**config.mk**
```make
export PLATFORM = sky130hd
export DESIGN_NAME = lfsel_top
export DESIGN_NICKNAME = d
export VERILOG_FILES = /design/src/rtl/lfsel_pkg.sv /design/src/rtl/lfsel_eval.sv /design/src/rtl/lfsel_mux.sv /design/src/rtl/lfsel_top.sv
export SDC_FILE = /design/constraint.sdc
export NUM_CORES = 1
export LEC_CHECK = 0
export ABC_AREA = 1
export BUFFER_PORTS_ARGS = -buffer_cell sky130_fd_sc_hd__buf_2
export CAP_MARGIN = 20
export CORE_AREA = 2 2 39 41
export CTS_BUF_LIST = sky130_fd_sc_hd__clkbuf_16
export DETAILED_ROUTE_END_ITERATION = 8
export DIE_AREA = 0 0 41 43
export SKIP_CTS_REPAIR_TIMING = 1
export SYNTH_ARGS = -nofsm -noshare
export SYNTH_HDL_FRONTEND = slang
export SYNTH_SLANG_ARGS = --single-unit
```
**constraint.sdc**
```tcl
create_clock -name clk_i -period 0.9 [get_ports clk_i]
set_input_delay 0.18 -clock clk_i [delete_from_list [all_inputs] [get_ports clk_i]]
set_output_delay 0.18 -clock clk_i [all_outputs]
set_load 0.1 [all_outputs]
```
**src/rtl/lfsel_pkg.sv**
```systemverilog
package lfsel_pkg;
    localparam int DATA_W   = 4;
    localparam int NUM_FUNC = 5;
    localparam int SEL_W    = $clog2(NUM_FUNC);

    typedef enum logic [SEL_W-1:0] {
        SEL_F = 3'd0,
        SEL_G = 3'd1,
        SEL_H = 3'd2,
        SEL_I = 3'd3,
        SEL_J = 3'd4
    } func_sel_e;

    typedef logic [NUM_FUNC-1:0] func_vec_t;

    typedef struct packed {
        logic [DATA_W-1:0] data;
        logic [SEL_W-1:0]  sel;
    } operand_t;

    typedef struct packed {
        operand_t ops;
        logic     out;
    } state_t;
endpackage

```
**src/rtl/lfsel_eval.sv**
```systemverilog
module lfsel_eval
    import lfsel_pkg::*;
#(
    parameter bit SOP_FORM = 1'b0
) (
    input  logic [DATA_W-1:0] data_i,
    output func_vec_t         res_o
);
    logic a, b, c, d;
    assign a = data_i[3];
    assign b = data_i[2];
    assign c = data_i[1];
    assign d = data_i[0];

    generate
        if (SOP_FORM) begin : g_sop
            always_comb begin
                res_o[SEL_F] = (a & ~b) | (a & c) | (~b & c & ~d);
                res_o[SEL_G] = (~a & b) | (a & c) | (~a & c & d);
                res_o[SEL_H] = ~a | ~b | ~c;
                res_o[SEL_I] = (a & ~d) | (~b & ~d) | (a & ~b & c);
                res_o[SEL_J] = (~a & b) | (~a & ~c) | (~a & ~d) | (b & c & ~d);
            end
        end else begin : g_literal
            always_comb begin
                res_o[SEL_F] = (a & b & c) | (a & ((c & d) | ~b)) | (c & ~d & ~(a | b));
                res_o[SEL_G] = (~a & b) | (c & ~b & (a | d))
                             | (c & b & ((a & ~d) | (c & d)));
                res_o[SEL_H] = (~a & ~b & c & d) | (~a & ~b & (~c | ~d)) | ~(a & b & c);
                res_o[SEL_I] = (~d & (a | ~b)) | (c & d & ~(~a | b));
                res_o[SEL_J] = (~a & (b | ~d)) | (~a & ~b & ~c & d) | (a & b & ~(~c | d));
            end
        end
    endgenerate

    always_comb begin
        assert_h_low_only_abc_R4: assert ((res_o[SEL_H] == 1'b0) == (data_i[3:1] == 3'b111))
            else $error("H low does not match A&B&C");
        assert_f_g_when_ac_R2: assert (!(data_i[3] && data_i[1]) || (res_o[SEL_F] && res_o[SEL_G]))
            else $error("F or G low while A and C set");
    end
endmodule

```
**src/rtl/lfsel_mux.sv**
```systemverilog
module lfsel_mux
    import lfsel_pkg::*;
(
    input  func_vec_t        res_i,
    input  logic [SEL_W-1:0] sel_i,
    output logic             bit_o
);
    always_comb begin
        bit_o = 1'b0;
        for (int i = 0; i < NUM_FUNC; i++) begin
            if (sel_i == SEL_W'(i)) bit_o = res_i[i];
        end
    end

    always_comb begin
        assert_unused_code_low_R7: assert (!(sel_i >= SEL_W'(NUM_FUNC)) || !bit_o)
            else $error("unused code produced a one");
    end
endmodule

```
**src/rtl/lfsel_top.sv**
```systemverilog
module lfsel_top
    import lfsel_pkg::*;
#(
    parameter bit SOP_FORM = 1'b0,
    parameter bit OUT_REG  = 1'b0
) (
    input  logic              clk_i,
    input  logic              rst_i,
    input  logic [DATA_W-1:0] data_i,
    input  logic [SEL_W-1:0]  sel_i,
    output logic              bit_o
);
    state_t    state_d, state_q;
    func_vec_t func_res;
    logic      mux_bit;

    lfsel_eval #(.SOP_FORM(SOP_FORM)) u_eval (
        .data_i (state_q.ops.data),
        .res_o  (func_res)
    );

    lfsel_mux u_mux (
        .res_i  (func_res),
        .sel_i  (state_q.ops.sel),
        .bit_o  (mux_bit)
    );

    always_comb begin
        state_d = state_q;
        if (rst_i) begin
            state_d = '0;
        end else begin
            state_d.ops.data = data_i;
            state_d.ops.sel  = sel_i;
            state_d.out      = mux_bit;
        end
    end

    always_ff @(posedge clk_i) begin
        state_q <= state_d;
    end

    assign bit_o = (OUT_REG != 1'b0) ? state_q.out : mux_bit;

    assert_low_after_reset_R8: assert property (@(posedge clk_i) disable iff (rst_i)
        $fell(rst_i) |-> !bit_o)
        else $error("output not low after reset");
endmodule

```
# --- Word level (Yosys, flattened, before mapping) ---
# Cells that the tools add are included.
op_classes:
  eq_ne: 4
  n_reduce_logical: 1
  n_mux: 5
  bitwise_logic: 48
ops:
  columns: ["cell", "count"]
  rows:
  - ["$and 1x1->1", 22]
  - ["$or 1x1->1", 18]
  - ["$not 1->1", 8]
  - ["$eq 3x2->1 const B", 2]
  - ["$mux 1", 5]
  - ["$eq 3x1->1 const B", 1]
  - ["$eq 3x3->1 const B", 1]
  - ["$logic_not 3->1", 1]
totals:
  reg_bits: 7
  wordCells: 60
  in_bits: 9
  out_inout_bits: 1

# --- Depth between registers and ports, before layout ---
logic_depth:
  ltp_word: 10
  mapped_depth: 9
  depth_no_buf: 9

# --- Cells and area by module ---
# Synthesis repeated with hierarchy kept, for this count alone.
unflattened:
  hier_cells: 57
  hier_area_um2: 340.3
modules_own_cells:
  columns: ["module", "seq_area_each_um2", "instances", "cells_per_inst", "area_each_um2"]
  rows:
  - ["lfsel_top", 140.1, 1, 21, 192.7]
  - ["lfsel_eval", 0.0, 1, 19, 78.8]
  - ["lfsel_mux", 0.0, 1, 17, 68.8]

# --- Worst setup path before layout ---
# Ideal clock, no wire load.
synth_timing:
  kind: "register to output"
  start: "register state_q[5] (netlist name)"
  end: "output bit_o"
  arrival_time_ns: 1.347
  stages_incl_launch_ff: 7
  setup_slack_ns: -0.627
  n_path_buf: 0
  required_ns: 0.720
  path_cell_list: "dfxtp_1 nand2_1 o21ai_2 nand3_1 nand2_1 inv_1 nand2_1"
synth_between:
  elab_chain_len: 10
  word_cells_on_any_way: 37
  cone_classes: "mux: 5; bitwise: 32"
synth_rtl:
  columns: ["item", "line_no", "rtl"]
  rows:
  - ["from (decl)", "lfsel_top.sv:13", "state_t state_d, state_q;"]
  - ["from (signal assigned)", "lfsel_top.sv:40", "state_q <= state_d;"]
  - ["$and 1x1->1", "lfsel_eval.sv:26, lfsel_eval.sv:28, lfsel_eval.sv:30", null]
  - ["$or 1x1->1", "lfsel_eval.sv:26", "res_o[SEL_F] = (a & b & c) | (a & ((c & d) | ~b)) | (c & ~d & ~(a | b));"]
  - ["$and 1x1->1", "lfsel_eval.sv:26", null]
  - ["$or 1x1->1 (2 in a row)", "lfsel_eval.sv:26", null]
  - ["$mux 1 (4 in a row)", "lfsel_mux.sv:11", "if (sel_i == SEL_W'(i)) bit_o = res_i[i];"]
  - ["$mux 1 (*)", "lfsel_mux.sv:11", null]
  - ["to (decl)", "lfsel_top.sv:11", "output logic bit_o"]
# Every way passes the cells marked *; elsewhere a longest branch is shown, timed or not.

# --- Worst setup path in the final report ---
layout_timing:
  start: "register state_q[1] (netlist name)"
  end: "output bit_o"
layout_between:
  elab_chain_len: 6
  word_cells_on_any_way: 10
  cone_classes: "eq/ne: 4; mux: 5; reduce/logical: 1"
layout_rtl:
  columns: ["item", "line_no"]
  rows:
  - ["$logic_not 3->1", "lfsel_mux.sv:11"]
  - ["$mux 1 (4 in a row)", "lfsel_mux.sv:11"]
  - ["$mux 1 (*)", "lfsel_mux.sv:11"]
# Marked as above.

==> run_results.csv <==
group,metric,value,unit
place,place_area,444.2,sq um
finish,multiInputGateArea,160.2,sq um
global_route,antenna_found_initial,0,
die,start_util,23.42,%
setup_path,crit_path_start_kind,"flop",
sta,rsz0062_at_grt,"yes",
setup_path,path_class,"reg2out",
finish,largest_reg_flops,7,
pwr,p_per_area,2359,nW/um^2
cts,cts_sinks,7,
pwr,switching_share,21.84,%
setup_path,cp_max_fo,3,
sta,hold_viol_final,0,
global_route,grt-ovfl-total,0,
die,ioPinCount,10,
worst_hold_path,holdCritPathClass,"in2reg",
pwr,switchingPower,0.0002740,W
worst_hold_path,worst_hold_path.endpoint,"state_q[4]$_SDFF_PP0_",
synth,ys_types,9,
pwr,p_int,0.0009803,W
worst_hold_path,hold_depth,3,
worst_hold_path,min_from,"data_i[0]",
route,viasPerCell,3.928,
pwr,p_leak,0.2833,nW
status,violations,"setup timing",
sta,fin_hold_ws,0.1501,ns
place,post-place-ws,-0.3341,ns
cts,cts_tree,"yes",
synth,synth.avg_cell_area,6.232,sq um
route,detail-route-antenna-nets,0,
synth,synthesis.area,324.1,sq um
sta,setup_viol,1,
place,io_buffer_count,9,
pwr,seqPwrFrac,27.7,%
sta,timing.final.crit_share,160.0,%
route,routed_wl,522,microns
route,drt_iter0_drc,2,
die,die_h,43,microns
die,die_w,41,microns
synth,postSynthCellCount,52,
finish,n_antenna_cell,0,
finish,n_fill_cell,143,
setup_path,worst_ep_arrival_time,1.26,ns
setup_path,worstSetupEndpointType,"primary output",
sta,fmax,694.5,MHz
global_route,grt_usage,7.460,%
status,status,"finished, violations left",
sta,slew_violations,0,
die,dieArea,1763,sq um
synth,seq_area_frac_synth,43.24,%
cts,cts_buffers,3,
finish,reg_top3,"state_q (7)",
die,fp-row-count,14,
finish,largest_register,"state_q",
global_route,grt_pass1_vias,235,
pwr,vdd_drop_max,1.239,mV
finish,syn_to_final_growth,64.09,%
sta,slew_headroom,89.47,%
global_route,grt_pass1_wl,800,microns
synth,yosys.area.top_type_share,43.24,%
place,place_congestion,0.6548,
route,wl_per_cell,6.289,microns
sta,setup_ws,-0.5398,ns
setup_path,required,0.72,ns
pwr,p_comb_share,14.2,%
place,dpl.hpwl,444.2,microns
sta,layout_min_cycle_time,1.440,ns
pwr,power_frac_clock,58.1,%
route,first_pass_iters,2,
finish,nets,77,
synth,ys_ff_latch,7,
synth,ys_warn_count,0,
synth,syn_nets,61,
finish,final-seq-area,145.1,sq um
cts,clkTransAtPathRegs,0.03,ns
setup_path,cp-startpoint,"state_q[1]$_SDFF_PP0_",
cts,cts-root-buf,"clkbuf_16",
global_route,grt_max_degree,8,
route,via_count,326,
sta,worst_pin_slew,0.1578,ns
finish,design_area,531.8,sq um
synth,synth_area_leaders,"dfxtp_1 43%, inv_1 16%, nand2_1 16%, nor2_1 9.3%, nand3_1 7.7%",
synth,synth_top_area_cell,"dfxtp_1",
cts,htreeDepth,1,
die,core,1384,sq um
cts,clock_path_buffers,2,
route,drc,0,
job,max-cap-violations,0,
finish,drive_gt1_share,40.30,%
## metal layers
metal	vias up	wire, microns	GRT usage, %
met5	-	0	0
met2	12	261	10.31
met4	0	15	8.000
li1	181	-	-
met3	2	39	4.712
met1	131	206	6.515
## stage by stage
stage                     utilization (%)  setup TNS, ns  instances  power [W]
after floorplan                         -        -0.1785         52  0.0004638
after global placement              32.10        -0.3101         79  0.0005259
after detailed placement            32.10        -0.3341         79  0.0005289
after CTS                           37.79        -0.5791         83   0.001262
after global routing                38.43        -0.6011         83   0.001310
final                               38.43        -0.5398         83   0.001254
## critical path: stages, from the launching register on
cell     delay (ns)
dfxtp_1        0.32
inv_2          0.07
nand3_1        0.08
a21oi_1        0.12
nand2_1        0.06
nand2_1        0.05
inv_1          0.08
nand2_8        0.08
buf_12         0.16
## worst max path at each step
| stage | endpoint | cells after the start |
|---|---|---|
| 3_5_place_dp | bit_o | 9 |
| 3_3_place_gp | bit_o | 7 |
| 6_report | bit_o | 8 |
| 5_1_grt | bit_o | 10 |
| 2_1_floorplan | bit_o | 9 |
| 4_1_cts | bit_o | 9 |
## power by group through the flow
| stage | registers, W | clock network (W) | logic (W) |
|---|---|---|---|
| 6_report | 0.000347 | 0.000729 | 0.000178 |
| 5_1_grt | 0.000350 | 0.000766 | 0.000194 |
| 4_1_cts | 0.000345 | 0.000738 | 0.000179 |
| 3_5_place_dp | 0.000350 | 0 | 0.000179 |
| 3_3_place_gp | 0.000350 | 0 | 0.000176 |
| 2_1_floorplan | 0.000347 | 0 | 0.000116 |
## kinds of logic (layout without fill, tap and decap cells)
group / Yosys count / count (layout) / synth area share, %
and+or+nand+nor: 28 / 28 / 34.75
buffers and inverters: 14 / 29 / 16.22
DFF: 7 / 7 / 43.24
AOI/OAI and AO/OA: 3 / 3 / 5.789
## synthesized netlist by cell type, drive strengths merged
| cell type | n |
|---|---|
| nor2 | 8 |
| nand2 | 14 |
| dfxtp | 7 |
| o21ai | 2 |
| inv | 14 |
| nor3 | 1 |
| nand3 | 5 |
| a21oi | 1 |
## placed cells by master (no fill, tap or decap), drive strengths merged
master	netlist	final
dfxtp	7	7
nor2	8	8
a21oi	1	1
o21ai	2	2
buf	0	11
inv	14	15
clkbuf	0	3
nand2	14	14
nand3	5	5
nor3	1	1
## layout make-up
class / instances / share of cell area (%)
inverters: 14 / 9.882
repair buffers: 11 / 14.12
flip-flops and latches: 7 / 27.29
well taps: 16 / 3.765
clock buffers: 3 / 14.12
multi-input cells: 31 / 30.12
clock inverters: 1 / 0.7059
No activity file was read; power rests on OpenSTA's default activity.
